===== src/rtl/mp_rx_pkg.sv =====
// Package: shared types for the addressed serial receiver.
package mp_rx_pkg;

    // Bit-level receive state
    typedef enum logic [2:0] {
        RX_IDLE  = 3'd0,
        RX_START = 3'd1,
        RX_DATA  = 3'd2,
        RX_MPB   = 3'd3,
        RX_STOP  = 3'd4
    } rx_state_e;

endpackage


===== src/rtl/mp_rx_sampler.sv =====
// Module: mp_rx_sampler
// Synchronises the serial line and rebuilds one frame from it. Each bit is
// sampled at its centre from an oversampling enable. The start bit is
// checked again at half a bit time, and a high line there counts as a glitch.
// Assumes: tick pulses OVS times per bit; mp_mode is steady during a frame.
module mp_rx_sampler
    import mp_rx_pkg::*;
#(
    parameter int DATA_W = 8,
    parameter int OVS    = 16
) (
    input  logic              clk,
    input  logic              rst_n,
    input  logic              tick,
    input  logic              rxd,
    input  logic              mp_mode,
    output logic              frm_valid,
    output logic [DATA_W-1:0] frm_data,
    output logic              frm_mpb,
    output logic              frm_stop_ok
);

    localparam int CNT_W = $clog2(OVS);
    localparam int IDX_W = $clog2(DATA_W + 1);
    localparam logic [CNT_W-1:0] CNT_LAST = CNT_W'(OVS - 1);
    localparam logic [CNT_W-1:0] CNT_HALF = CNT_W'(OVS / 2 - 1);
    localparam logic [IDX_W-1:0] IDX_LAST = IDX_W'(DATA_W - 1);

    logic [1:0]        sync_q;
    logic              rx_s;
    rx_state_e         state_q;
    logic [CNT_W-1:0]  cnt_q;
    logic [IDX_W-1:0]  idx_q;
    logic [DATA_W-1:0] shift_q;
    logic              mpb_q;

    assign rx_s = sync_q[1];

    // Two-flop synchroniser on the asynchronous line
    always_ff @(posedge clk) begin
        if (!rst_n) sync_q <= 2'b11;
        else        sync_q <= {sync_q[0], rxd};
    end

    // Frame state machine driven by the oversampling enable
    always_ff @(posedge clk) begin
        if (!rst_n) begin
            state_q     <= RX_IDLE;
            cnt_q       <= '0;
            idx_q       <= '0;
            shift_q     <= '0;
            mpb_q       <= 1'b0;
            frm_valid   <= 1'b0;
            frm_data    <= '0;
            frm_mpb     <= 1'b0;
            frm_stop_ok <= 1'b0;
        end else begin
            frm_valid <= 1'b0;
            if (tick) begin
                case (state_q)
                    RX_IDLE: begin
                        if (!rx_s) begin
                            state_q <= RX_START;
                            cnt_q   <= '0;
                        end
                    end
                    RX_START: begin
                        if (cnt_q == CNT_HALF) begin
                            cnt_q   <= '0;
                            idx_q   <= '0;
                            mpb_q   <= 1'b0;
                            state_q <= rx_s ? RX_IDLE : RX_DATA;
                        end else begin
                            cnt_q <= cnt_q + 1'b1;
                        end
                    end
                    RX_DATA: begin
                        if (cnt_q == CNT_LAST) begin
                            cnt_q   <= '0;
                            shift_q <= {rx_s, shift_q[DATA_W-1:1]};
                            if (idx_q == IDX_LAST) state_q <= mp_mode ? RX_MPB : RX_STOP;
                            else                   idx_q   <= idx_q + 1'b1;
                        end else begin
                            cnt_q <= cnt_q + 1'b1;
                        end
                    end
                    RX_MPB: begin
                        if (cnt_q == CNT_LAST) begin
                            cnt_q   <= '0;
                            mpb_q   <= rx_s;
                            state_q <= RX_STOP;
                        end else begin
                            cnt_q <= cnt_q + 1'b1;
                        end
                    end
                    RX_STOP: begin
                        if (cnt_q == CNT_LAST) begin
                            cnt_q       <= '0;
                            frm_valid   <= 1'b1;
                            frm_data    <= shift_q;
                            frm_mpb     <= mpb_q;
                            frm_stop_ok <= rx_s;
                            state_q     <= RX_IDLE;
                        end else begin
                            cnt_q <= cnt_q + 1'b1;
                        end
                    end
                    default: state_q <= RX_IDLE;
                endcase
            end
        end
    end

    AST_VALID_PULSE: assert property (@(posedge clk) disable iff (!rst_n)
        frm_valid |=> !frm_valid);

endmodule


===== src/rtl/mp_rx_filter.sv =====
// Module: mp_rx_filter
// Decides whether a completed frame goes to the host. In plain format every
// well-formed frame is delivered. In multiprocessor format an address frame
// is delivered only on a match, and a payload frame only while selected.
// Assumes: one-cycle frame pulses from the sampler.
module mp_rx_filter #(
    parameter int DATA_W = 8
) (
    input  logic              clk,
    input  logic              rst_n,
    input  logic              mp_mode,
    input  logic [DATA_W-1:0] node_id,
    input  logic              frm_valid,
    input  logic [DATA_W-1:0] frm_data,
    input  logic              frm_mpb,
    input  logic              frm_stop_ok,
    output logic              deliver,
    output logic              fe_set
);

    logic selected_q;
    logic good_frame;
    logic id_hit;

    assign good_frame = frm_valid && frm_stop_ok;
    assign id_hit     = (frm_data == node_id);

    // Selection state: cleared outside multiprocessor mode, updated on address frames
    always_ff @(posedge clk) begin
        if (!rst_n || !mp_mode)          selected_q <= 1'b0;
        else if (good_frame && frm_mpb)  selected_q <= id_hit;
    end

    // Delivery decision and framing error pulse
    always_comb begin
        if (!mp_mode)     deliver = good_frame;
        else if (frm_mpb) deliver = good_frame && id_hit;
        else              deliver = good_frame && selected_q;
        fe_set = frm_valid && !frm_stop_ok;
    end

    AST_MISMATCH_DESELECT: assert property (@(posedge clk) disable iff (!rst_n)
        (mp_mode && good_frame && frm_mpb && !id_hit) |=> !selected_q);

endmodule


===== src/rtl/mp_rx_hostregs.sv =====
// Module: mp_rx_hostregs
// Holding register, full flag and sticky error flags seen by the host.
// Assumes: deliver and fe_set are single-cycle pulses.
module mp_rx_hostregs #(
    parameter int DATA_W = 8
) (
    input  logic              clk,
    input  logic              rst_n,
    input  logic              deliver,
    input  logic [DATA_W-1:0] frm_data,
    input  logic              fe_set,
    input  logic              rd_strobe,
    input  logic              err_clr,
    output logic [DATA_W-1:0] rx_data,
    output logic              rx_full,
    output logic              frame_err,
    output logic              overrun_err
);

    // Holding register and full flag; a new character wins over a read
    always_ff @(posedge clk) begin
        if (!rst_n) begin
            rx_data <= '0;
            rx_full <= 1'b0;
        end else if (deliver && !rx_full) begin
            rx_data <= frm_data;
            rx_full <= 1'b1;
        end else if (rd_strobe && !deliver) begin
            rx_full <= 1'b0;
        end
    end

    // Sticky framing error flag
    always_ff @(posedge clk) begin
        if (!rst_n)       frame_err <= 1'b0;
        else if (fe_set)  frame_err <= 1'b1;
        else if (err_clr) frame_err <= 1'b0;
    end

    // Sticky overrun flag
    always_ff @(posedge clk) begin
        if (!rst_n)                  overrun_err <= 1'b0;
        else if (deliver && rx_full) overrun_err <= 1'b1;
        else if (err_clr)            overrun_err <= 1'b0;
    end

    AST_LOAD_DATA: assert property (@(posedge clk) disable iff (!rst_n)
        (deliver && !rx_full) |=> (rx_full && rx_data == $past(frm_data)));
    AST_READ_CLEARS: assert property (@(posedge clk) disable iff (!rst_n)
        (rd_strobe && !deliver) |=> !rx_full);
    AST_FE_STICKS: assert property (@(posedge clk) disable iff (!rst_n)
        fe_set |=> frame_err);
    AST_NO_OVERWRITE: assert property (@(posedge clk) disable iff (!rst_n)
        (deliver && rx_full) |=> (overrun_err && $stable(rx_data)));

endmodule


===== src/rtl/mp_serial_rx.sv =====
// Module: mp_serial_rx (top)
// Serial receiver for a shared line with optional node-address filtering.
// Assumes: baud_tick at 16x the bit rate, 8-bit characters, one stop bit.
module mp_serial_rx #(
    parameter int DATA_W = 8,
    parameter int OVS    = 16
) (
    input  logic              clk,
    input  logic              rst_n,
    input  logic              baud_tick,
    input  logic              rxd,
    input  logic              mp_mode,
    input  logic [DATA_W-1:0] node_id,
    input  logic              rd_strobe,
    input  logic              err_clr,
    output logic [DATA_W-1:0] rx_data,
    output logic              rx_full,
    output logic              rx_irq,
    output logic              frame_err,
    output logic              overrun_err,
    output logic              err_irq
);

    logic              frm_valid;
    logic [DATA_W-1:0] frm_data;
    logic              frm_mpb;
    logic              frm_stop_ok;
    logic              deliver;
    logic              fe_set;

    mp_rx_sampler #(.DATA_W(DATA_W), .OVS(OVS)) u_sampler (
        .clk(clk), .rst_n(rst_n), .tick(baud_tick), .rxd(rxd), .mp_mode(mp_mode),
        .frm_valid(frm_valid), .frm_data(frm_data), .frm_mpb(frm_mpb),
        .frm_stop_ok(frm_stop_ok)
    );

    mp_rx_filter #(.DATA_W(DATA_W)) u_filter (
        .clk(clk), .rst_n(rst_n), .mp_mode(mp_mode), .node_id(node_id),
        .frm_valid(frm_valid), .frm_data(frm_data), .frm_mpb(frm_mpb),
        .frm_stop_ok(frm_stop_ok), .deliver(deliver), .fe_set(fe_set)
    );

    mp_rx_hostregs #(.DATA_W(DATA_W)) u_regs (
        .clk(clk), .rst_n(rst_n), .deliver(deliver), .frm_data(frm_data),
        .fe_set(fe_set), .rd_strobe(rd_strobe), .err_clr(err_clr),
        .rx_data(rx_data), .rx_full(rx_full), .frame_err(frame_err),
        .overrun_err(overrun_err)
    );

    // Interrupt requests are levels that follow the flags
    assign rx_irq  = rx_full;
    assign err_irq = frame_err | overrun_err;

    AST_IRQ_QUIET: assert property (@(posedge clk) disable iff (!rst_n)
        (!frame_err && !overrun_err) |-> !err_irq);

endmodule


===== config.mk =====
export PLATFORM = sky130hd
export DESIGN_NAME = mp_serial_rx
export DESIGN_NICKNAME = d
export VERILOG_FILES = /design/src/rtl/mp_rx_pkg.sv /design/src/rtl/mp_rx_sampler.sv /design/src/rtl/mp_rx_filter.sv /design/src/rtl/mp_rx_hostregs.sv /design/src/rtl/mp_serial_rx.sv
export SDC_FILE = /design/constraint.sdc
export NUM_CORES = 1
export LEC_CHECK = 0
export ABC_AREA = 0
export BUFFER_PORTS_ARGS = -buffer_cell sky130_fd_sc_hd__buf_2
export CAP_MARGIN = 20
export CORE_MARGIN = 2
export CORE_UTILIZATION = 50
export CTS_CLUSTER_DIAMETER = 150
export CTS_CLUSTER_SIZE = 8
export DETAILED_ROUTE_END_ITERATION = 8
export GPL_ROUTABILITY_DRIVEN = 0
export HOLD_SLACK_MARGIN = 0.12
export PLACE_DENSITY_LB_ADDON = 0.2
export SETUP_SLACK_MARGIN = 0.4
export SYNTH_ARGS = -nofsm -noshare
export SYNTH_HDL_FRONTEND = slang
export SYNTH_SLANG_ARGS = --single-unit

===== constraint.sdc =====
create_clock -name clk -period 5.1 [get_ports clk]
set_input_delay 1.02 -clock clk [delete_from_list [all_inputs] [get_ports clk]]
set_output_delay 1.02 -clock clk [all_outputs]
set_load 0.005 [all_outputs]

### Word-level counts from Yosys, hierarchy flattened

Cells that the tools add are included.

| cells by class | value |
|---|---|
| $add $sub $neg | 2 |
| $mul | 0 |
| divide/modulo/power cells | 0 |
| order comparisons | 0 |
| equal/unequal tests | 15 |
| shift operators | 0 |
| mux-type cells | 28 |
| bitwise gates (word level) | 1 |
| reductions and logical operators | 29 |

Operators with widths:

| kind | number |
|---|---|
| 4-bit two-way mux | 6 |
| 3-bit two-way mux | 7 |
| 3-bit one-hot mux with 5 select lines | 1 |
| 4-bit one-hot mux with 3 select lines | 1 |
| 3-bit AND reduction | 4 |
| 1-bit two-way mux | 10 |
| 2-bit by 1-bit != test with 1-bit output, second input constant | 5 |
| 2-bit nonzero test | 5 |
| 4-bit by 1-bit adder with 4-bit output, second input constant | 2 |
| 4-bit by 3-bit equality test with 1-bit output, second input constant | 2 |
| 8-bit equality test | 1 |
| 1-bit logical AND | 8 |
| 4-bit one-hot mux with 2 select lines | 1 |
| 7-bit AND reduction | 1 |
| 3-bit by 2-bit equality test with 1-bit output, second input constant | 2 |
| 1-bit zero test | 5 |
| 5-bit AND reduction | 1 |
| 4-bit equality test, second input constant | 1 |
| 2-bit != test, second input constant | 2 |
| 4-bit AND reduction | 1 |
| 3-bit by 1-bit equality test with 1-bit output, second input constant | 1 |
| 3-bit equality test, second input constant | 1 |
| 3-bit zero test | 1 |
| 3-bit nonzero test | 1 |
| 5 further kinds | 5 |

| storage, ports and cells | value |
|---|---|
| register bits | 45 |
| bits in latches | 0 |
| memory bits (writable) | 0 |
| bits in read-only memories | 0 |
| bits of input ports | 15 |
| output and inout port bits | 13 |
| logic and storage cells | 90 |
| memories | 0 |

### Longest topological paths before layout

Gate-level depths: netlist of run 1.

| depth | value |
|---|---|
| depth in word-level cells | 8 |
| gate-level depth with buffers | 8 |

### Hierarchy

A second synthesis of run 1 with hierarchy kept.

| second synthesis, totals | value |
|---|---|
| cells, all modules | 246 |
| area total of the unflattened synthesis | 2219.6 um2 |

Modules (own cells, without submodules):

| module | instances | cells each | area each (um2) |
|---|---|---|---|
| mp_rx_sampler | 1 | 179 | 1595.3 |
| mp_rx_hostregs | 1 | 46 | 449.2 |
| mp_rx_filter | 1 | 19 | 161.4 |
| mp_serial_rx | 1 | 2 | 13.8 |

### Worst setup path after synthesis of run 1

Ideal clock, no wire load.

| timing | value |
|---|---|
| kind | input to register |
| start point | input port baud_tick |
| end point | register u_sampler.frm_data[2] |
| setup time | 128 ps |
| data arrival time | 2108 ps |
| setup slack | 2864 ps |
| stages | 6 |
| buffers on the path | 2 |
| path through | nand4_2 > or4b_1 > clkbuf_1 > buf_4 > mux2i_1 > nor2_1 |

| on the way | value |
|---|---|
| word-level cells in the longest chain between the ends | 1 |

Ends and longest elaborated chain:

| element | line | text |
|---|---|---|
| from (decl) | mp_serial_rx.sv:10 | `input logic baud_tick,` |
| 3-bit AND reduction (no source line) | n/a |  |
| to (signal assigned) | mp_rx_sampler.sv:100 | `frm_data <= shift_q;` |
| to (decl) | mp_rx_sampler.sv:18 | `output logic [DATA_W-1:0] frm_data,` |

Every way passes these cells.
A chain may end at the register's enable or synchronous reset.

### Worst setup path in the final report of run 1

| timing | value |
|---|---|
| start point | input port rst_n |
| end point | register u_filter.selected_q |

| on the way | value |
|---|---|
| word-level cells in the longest chain between the ends | 2 |

Ends and longest elaborated chain:

| element | line | text |
|---|---|---|
| from (decl) | mp_serial_rx.sv:9 | `input logic rst_n,` |
| 1-bit zero test | n/a |  |
| 1-bit logical OR | mp_rx_filter.sv:30 | `if (!rst_n \|\| !mp_mode) selected_q <= 1'b0;` |
| to (signal assigned) | mp_rx_filter.sv:31 | `else if (good_frame && frm_mpb) selected_q <= id_hit;` |
| to (decl) | mp_rx_filter.sv:21 | `logic selected_q;` |

Every way passes these cells.

==> metrics.txt, run 1 <==
CTS Buffer Depth=2; max-cap viol count=0; initial core utilization=52.0%; Clock Latency Late Sink=0.30 ns; fmax=429 MHz; Die Ht=68.7 um; total grt overflow=0; Final nets=272; FFs w/ async S/R, synth=0%; WP data required=5.31 ns; period utilization=45.7%; Slew headroom=38.2%; Max Slew Vio Count=0; RSZ-0062 raised after global routing=false; Slew @ Worst Pin=0.922 ns; crit end category=register; CTS HTree Levels=2; Synth area leader=dfxtp_1; most common cell after layout, fill and taps aside=dfxtp_1; outcome=finished, final reports clean; P_leak=0.970 nW; Port-buffer cells=27; Worst Clk Skew=0.0111 ns; Crit Path Category=input port to register; largest net degree at the start of global routing=35; DRT Wirelength=3800 um; antenna-violating nets left=0; Final setup viols=0; Hold-fix buffers, CTS=0; Worst EP arrival=2.54 ns; # IOs=28; Reg clk slew, reported paths=0.09 ns; Num CTS Buffers=5; minimum clock period=2.33 ns; Pre-antenna DRT Iters=4; Hold WS=0.424 ns; largest cells by area after synthesis=dfxtp_1 (43%), mux2i_1 (13%), nor2_1 (5.2%), nand2_1 (5.0%), xnor2_1 (3.8%); Seq cells post-synth=45; 1st-iter DRT viols=87; FF-to-FF setup slack=3.02 ns; routed via count=1574; Synth cell types=46; setup TNS=0 ns; Layout Cells excl Fill=306; Placed Instances=298; # rows=23; cells after synthesis=234; commonest cells after routing, fill and taps aside=dfxtp_1 (45), nor2_1 (29), nand2_1 (28), mux2i_1 (28), buf_2 (27); worst-path fanout max=34; number of global-route vias before repair=1381; dpl hpwl=2660 um; fraction of layout cells with a size suffix above 1=17.2%; Core Util, Final=57.6%; number of enable flip-flop cells after synthesis=0; Clock Root Buffer=clkbuf_8; Final Hold Viols=0; Area Growth Syn to Fin=10.8%; DRC=0; post-synthesis cell area=0.00209 mm^2; initial antenna violation count=0; routed len/inst=12.4 um; Post-CTS Setup Bufs=0; worst min path class=register to register; global-route wire length before repair=6090 um; Post-synth top flop=dfxtp_1; Post-Syn Nets=251; GRT Util Overall=17.4%; die width=68.7 um; ANT cells=0; CTS tree=yes; Synth Warn #=0; Core ar.=0.00403 mm^2; post-CTS sizing=0; clock sink total=45; Die ar.=0.00472 mm^2; maximum VDD drop=0.214 mV; top-area cell type share of the netlist area=43.0%; sequential area share after synthesis=43.0%; mean post-synth cell area=8.95 um^2; vias per cell=5.14; P per Cell Area=280 mW/mm^2; element type at the critical path start=input port
where the power goes:
part	total [W]	switching [W]	internal (W)
Clock	0.000269	0.000122	0.000147
Sequential	0.000354	0.00000216	0.000352
Combinational	0.0000269	0.0000159	0.0000110
Total	0.000650	0.000140	0.000510
Yosys cell counts, types with 2 or more instances:
library cell and count:
a21o_1 2, xnor2_1 9, mux2i_1 28, o21ai_0 6, dfxtp_1 45, nor3b_1 2, nor2_1 29, inv_1 6
buf_6 3, nand3_1 7, buf_4 3, or3_1 2, nor4_1 2, nand2b_1 8, a21oi_1 15, nand2_1 28
and3_1 2, nor3_1 2, ha_1 2, clkbuf_1 6, or4_1 2
cells by family after synthesis:
logic type	after synthesis	synth area share [%]
buffers and inverters	20	5.26
multiplexers	28	13.4
AND/OR/NAND/NOR	98	23.9
adder cells (fa/ha/maj)	2	1.19
flip-flops	45	43.0
AO/OA/AOI/OAI	32	9.50
XOR/XNOR	9	3.76
layout make-up:
type                            instances  area [um^2]
Fill cell                             390         1710
Multi-Input combinational cell        169         1080
Sequential cell                        45          901
Timing Repair Buffer                   27          135
Clock buffer                            6         72.6
Tap cell                               50         62.6
Clock inverter                          2         38.8
Inverter                                7         26.3
state kept, by name (all words and copies together) (netlist names):
signal / count
u_filter.selected_q: 1
u_regs.frame_err: 1
u_regs.overrun_err: 1
u_regs.rx_data: 8
u_regs.rx_full: 1
u_sampler.cnt_q: 4
u_sampler.frm_data: 8
u_sampler.frm_mpb: 1
u_sampler.frm_stop_ok: 1
u_sampler.frm_valid: 1
u_sampler.idx_q: 4
u_sampler.mpb_q: 1
u_sampler.shift_q: 8
u_sampler.state_q: 3
u_sampler.sync_q: 2
worst paths after layout:
path / startpoint / end / depth (start not counted)
setup / recovery: rst_n / u_filter.selected_q / 3
hold / removal: u_sampler.sync_q[0] / u_sampler.sync_q[1] / 1
setup reg to reg: u_sampler.cnt_q[0] / u_sampler.frm_data[1] / 5
hold reg to reg: u_sampler.sync_q[0] / u_sampler.sync_q[1] / 1
critical path, cell delays in order:
cell	delay, ns
buf_2	0.29
clkinv_1	0.81
nor3_1	0.40
layer usage:
| metal | up-vias | part of all wire [%] | wire length [um] | track usage (%) |
|---|---|---|---|---|
| met5 | - | 0 | 0 | 0 |
| met4 | 0 | 1.2 | 44 | 5.88 |
| met3 | 4 | 3.0 | 112 | 5.36 |
| met2 | 18 | 46 | 1740 | 27.5 |
| met1 | 706 | 50 | 1900 | 22.6 |
| li1 | 846 | - | - | - |
metrics by stage:
| step | instance area (um^2) | power, W | worst slack, ns |
|---|---|---|---|
| 3_3_place_gp | 2210 | 0.000389 | 2.49 |
| 5_1_grt | 2320 | 0.000674 | 2.52 |
| 6_report | 2320 | 0.000650 | 2.77 |
| 3_5_place_dp | 2210 | 0.000390 | 2.41 |
| 2_1_floorplan | 2090 | 0.000381 | 2.86 |
| 4_1_cts | 2320 | 0.000657 | 2.76 |
(Power assumes the default switching activity.)
==> inputs of run 2 (changes only) <==
--- a/config.mk
+++ b/config.mk
@@ -5,7 +5,7 @@
 export SDC_FILE = /design/constraint.sdc
 export NUM_CORES = 1
 export LEC_CHECK = 0
-export ABC_AREA = 0
+export ABC_AREA = 1
 export BUFFER_PORTS_ARGS = -buffer_cell sky130_fd_sc_hd__buf_2
 export CAP_MARGIN = 20
 export CORE_MARGIN = 2
==> constraint.sdc (replaced) <==
create_clock -name clk -period 2.3 [get_ports clk]
set_input_delay 0.46 -clock clk [delete_from_list [all_inputs] [get_ports clk]]
set_output_delay 0.46 -clock clk [all_outputs]
set_load 0.005 [all_outputs]
==> metrics.txt, run 2 <==
outcome=finished, final reports clean; placed cell area=0.00219 mm^2; ANT cells=0; Slowest-stage cell, CP=dfxtp_1; Post-CTS Setup Bufs=0; Post-Syn Nets=291; 1st-iter DRT viols=191; Largest delay share family, worst path=simple AND/OR/NAND/NOR gates; largest net degree at the start of global routing=33; post-synthesis cell area=0.00201 mm^2; max-cap viol count=0; Hold WS=0.336 ns; CTS tree=yes; total grt overflow=0; # rows=23; fraction of layout cells with a size suffix above 1=17.9%; fmax=584 MHz; setup TNS=0 ns; worst min path class=input port to register; worst-path fanout max=6; Area Growth Syn to Fin=12.9%; CTS Buffer Depth=2; # IOs=28; antenna-violating nets left=0; P_leak=0.937 nW; Final Hold Viols=0; Post-synth top flop=dfxtp_1; die width=67.5 um; largest cells by area after synthesis=dfxtp_1 (45%), nor2_1 (8.4%), nand2_1 (7.8%), a21oi_1 (7.7%), nand3_1 (4.7%); maximum VDD drop=0.558 mV; Port-buffer cells=27; minimum clock period=1.71 ns; P per Cell Area=796 mW/mm^2; Final Worst Setup Slack=0.586 ns; Clock Latency Late Sink=0.30 ns; initial core utilization=51.1%; RSZ-0062 raised after global routing=false; DRT Wirelength=3900 um; Max stage delay on crit path=0.37 ns; Synth area leader=dfxtp_1; synth cell count leaders=dfxtp_1 (45), nor2_1 (45), nand2_1 (42); DRC=0; Synth cell types=32; number of global-route vias before repair=1309; fin area=0.00227 mm^2; CTS HTree Levels=2; Worst Clk Skew=0.00481 ns; Slew @ Worst Pin=0.418 ns; Final nets=318; global-route wire length before repair=6150 um; FFs w/ async S/R, synth=0%; Hold-fix buffers, CTS=0; Core Util, Final=57.7%; WP data required=2.50 ns; Die Ht=67.5 um; CP bufs+invs=1; Most Frequent Cell on Critical Path=nand2_1; Synth Warn #=0; dpl hpwl=2820 um; clock sink total=45; mean post-synth cell area=7.35 um^2; routed via count=1748; top-area cell type share of the netlist area=44.7%; Max Slew Vio Count=0; element type at the critical path start=register; Place WS=0.623 ns; top flop regs=u_regs.rx_data (8), u_sampler.frm_data (8), u_sampler.shift_q (8); vias per cell=4.97; Core ar.=0.00394 mm^2; crit end category=register; number of enable flip-flop cells after synthesis=0; routed len/inst=11.1 um; Clock Root Buffer=clkbuf_8; period utilization=74.5%; Pre-antenna DRT Iters=4; Reg clk slew, reported paths=0.08 ns; Slew headroom=71.9%; cells after synthesis=274; Die ar.=0.00455 mm^2; Seq cells post-synth=45; Num CTS Buffers=5; initial antenna violation count=0; commonest cells after routing, fill and taps aside=nor2_1 (45), dfxtp_1 (45), nand2_1 (42); Final setup viols=0; Worst EP arrival=1.91 ns; sequential area share after synthesis=44.7%; CP cell instances=ha_1 -> nand2_1 -> inv_2 -> nand2_2 -> nand2_1 -> nand2_1 -> nor2_2 -> nor3b_4 -> nand2_1 -> nand2_1 -> nor2_1; post-CTS sizing=0; GRT Util Overall=18.4%; Crit Path Category=register to register
## run 2: changes by cell type in the layout (fill, tap and decap cells not counted), sizes merged, moves of 3 or more
cell    before  now
a21oi       15   31
or3          3    0
nand2b       8    0
nand3        7   20
or2          1    5
inv          6   27
o21ai        7   22
nand2       28   46
mux2i       28    0
nor2        30   46
## run 2: per-layer routing
layer  up-vias  share of wire (%)  track usage [%]
met1       765                 53             26.8
met5         -                  0                0
li1        935                  -                -
met3         4                5.1             6.50
met4         0                1.0             6.89
met2        44                 41             24.8
## run 2: worst reg2reg max path, stage by stage, from the launching register on
cell	delay [ns]
dfxtp_1	0.37
ha_1	0.18
nand2_1	0.09
inv_2	0.08
nand2_2	0.08
nand2_1	0.08
nand2_1	0.09
nor2_2	0.13
nor3b_4	0.31
nand2_1	0.09
nand2_1	0.07
nor2_1	0.04
## run 2: path summary, 6_finish.rpt
path | from | end | slack, ns | cells after the start
worst max register to register | u_sampler.cnt_q[0] | u_sampler.state_q[0] | 0.59 | 11
worst min register to register | u_sampler.sync_q[0] | u_sampler.sync_q[1] | 0.42 | 1
worst max-delay path | u_sampler.cnt_q[0] | u_sampler.state_q[0] | 0.59 | 11
worst min-delay path | rxd | u_sampler.sync_q[0] | 0.34 | 2
## run 2: per-stage QoR
stage                     power, W  cells
after floorplan            0.00125    274
after global placement     0.00134    344
after detailed placement   0.00134    344
after CTS                  0.00182    352
after global routing       0.00193    352
final                      0.00181    352
## run 2: cell families after synthesis
family                     Yosys count  share of synthesized area [%]
and+or+nand+nor                    120                           26.0
AOI/OAI and AO/OA                   61                           17.0
DFF                                 45                           44.7
buffers and inverters               37                           7.14
xor gates and xnor gates             9                           3.91
adders and majority gates            2                           1.24
## run 2: report_power, final
part           switching [W]  total, W  internal [W]
Combinational       0.000309  0.000467      0.000158
Sequential         0.0000468  0.000864      0.000818
Clock               0.000269  0.000478      0.000210
Total               0.000624   0.00181       0.00119
## run 2: area by class of cell
type / count / area (um^2)
fillers: 378 / 1670
flip-flops and latches: 45 / 901
multi-input cells: 192 / 970
well taps: 50 / 62.6
inverters: 28 / 105
repair buffers: 29 / 150
clock inverters: 3 / 17.5
clock buffers: 5 / 68.8
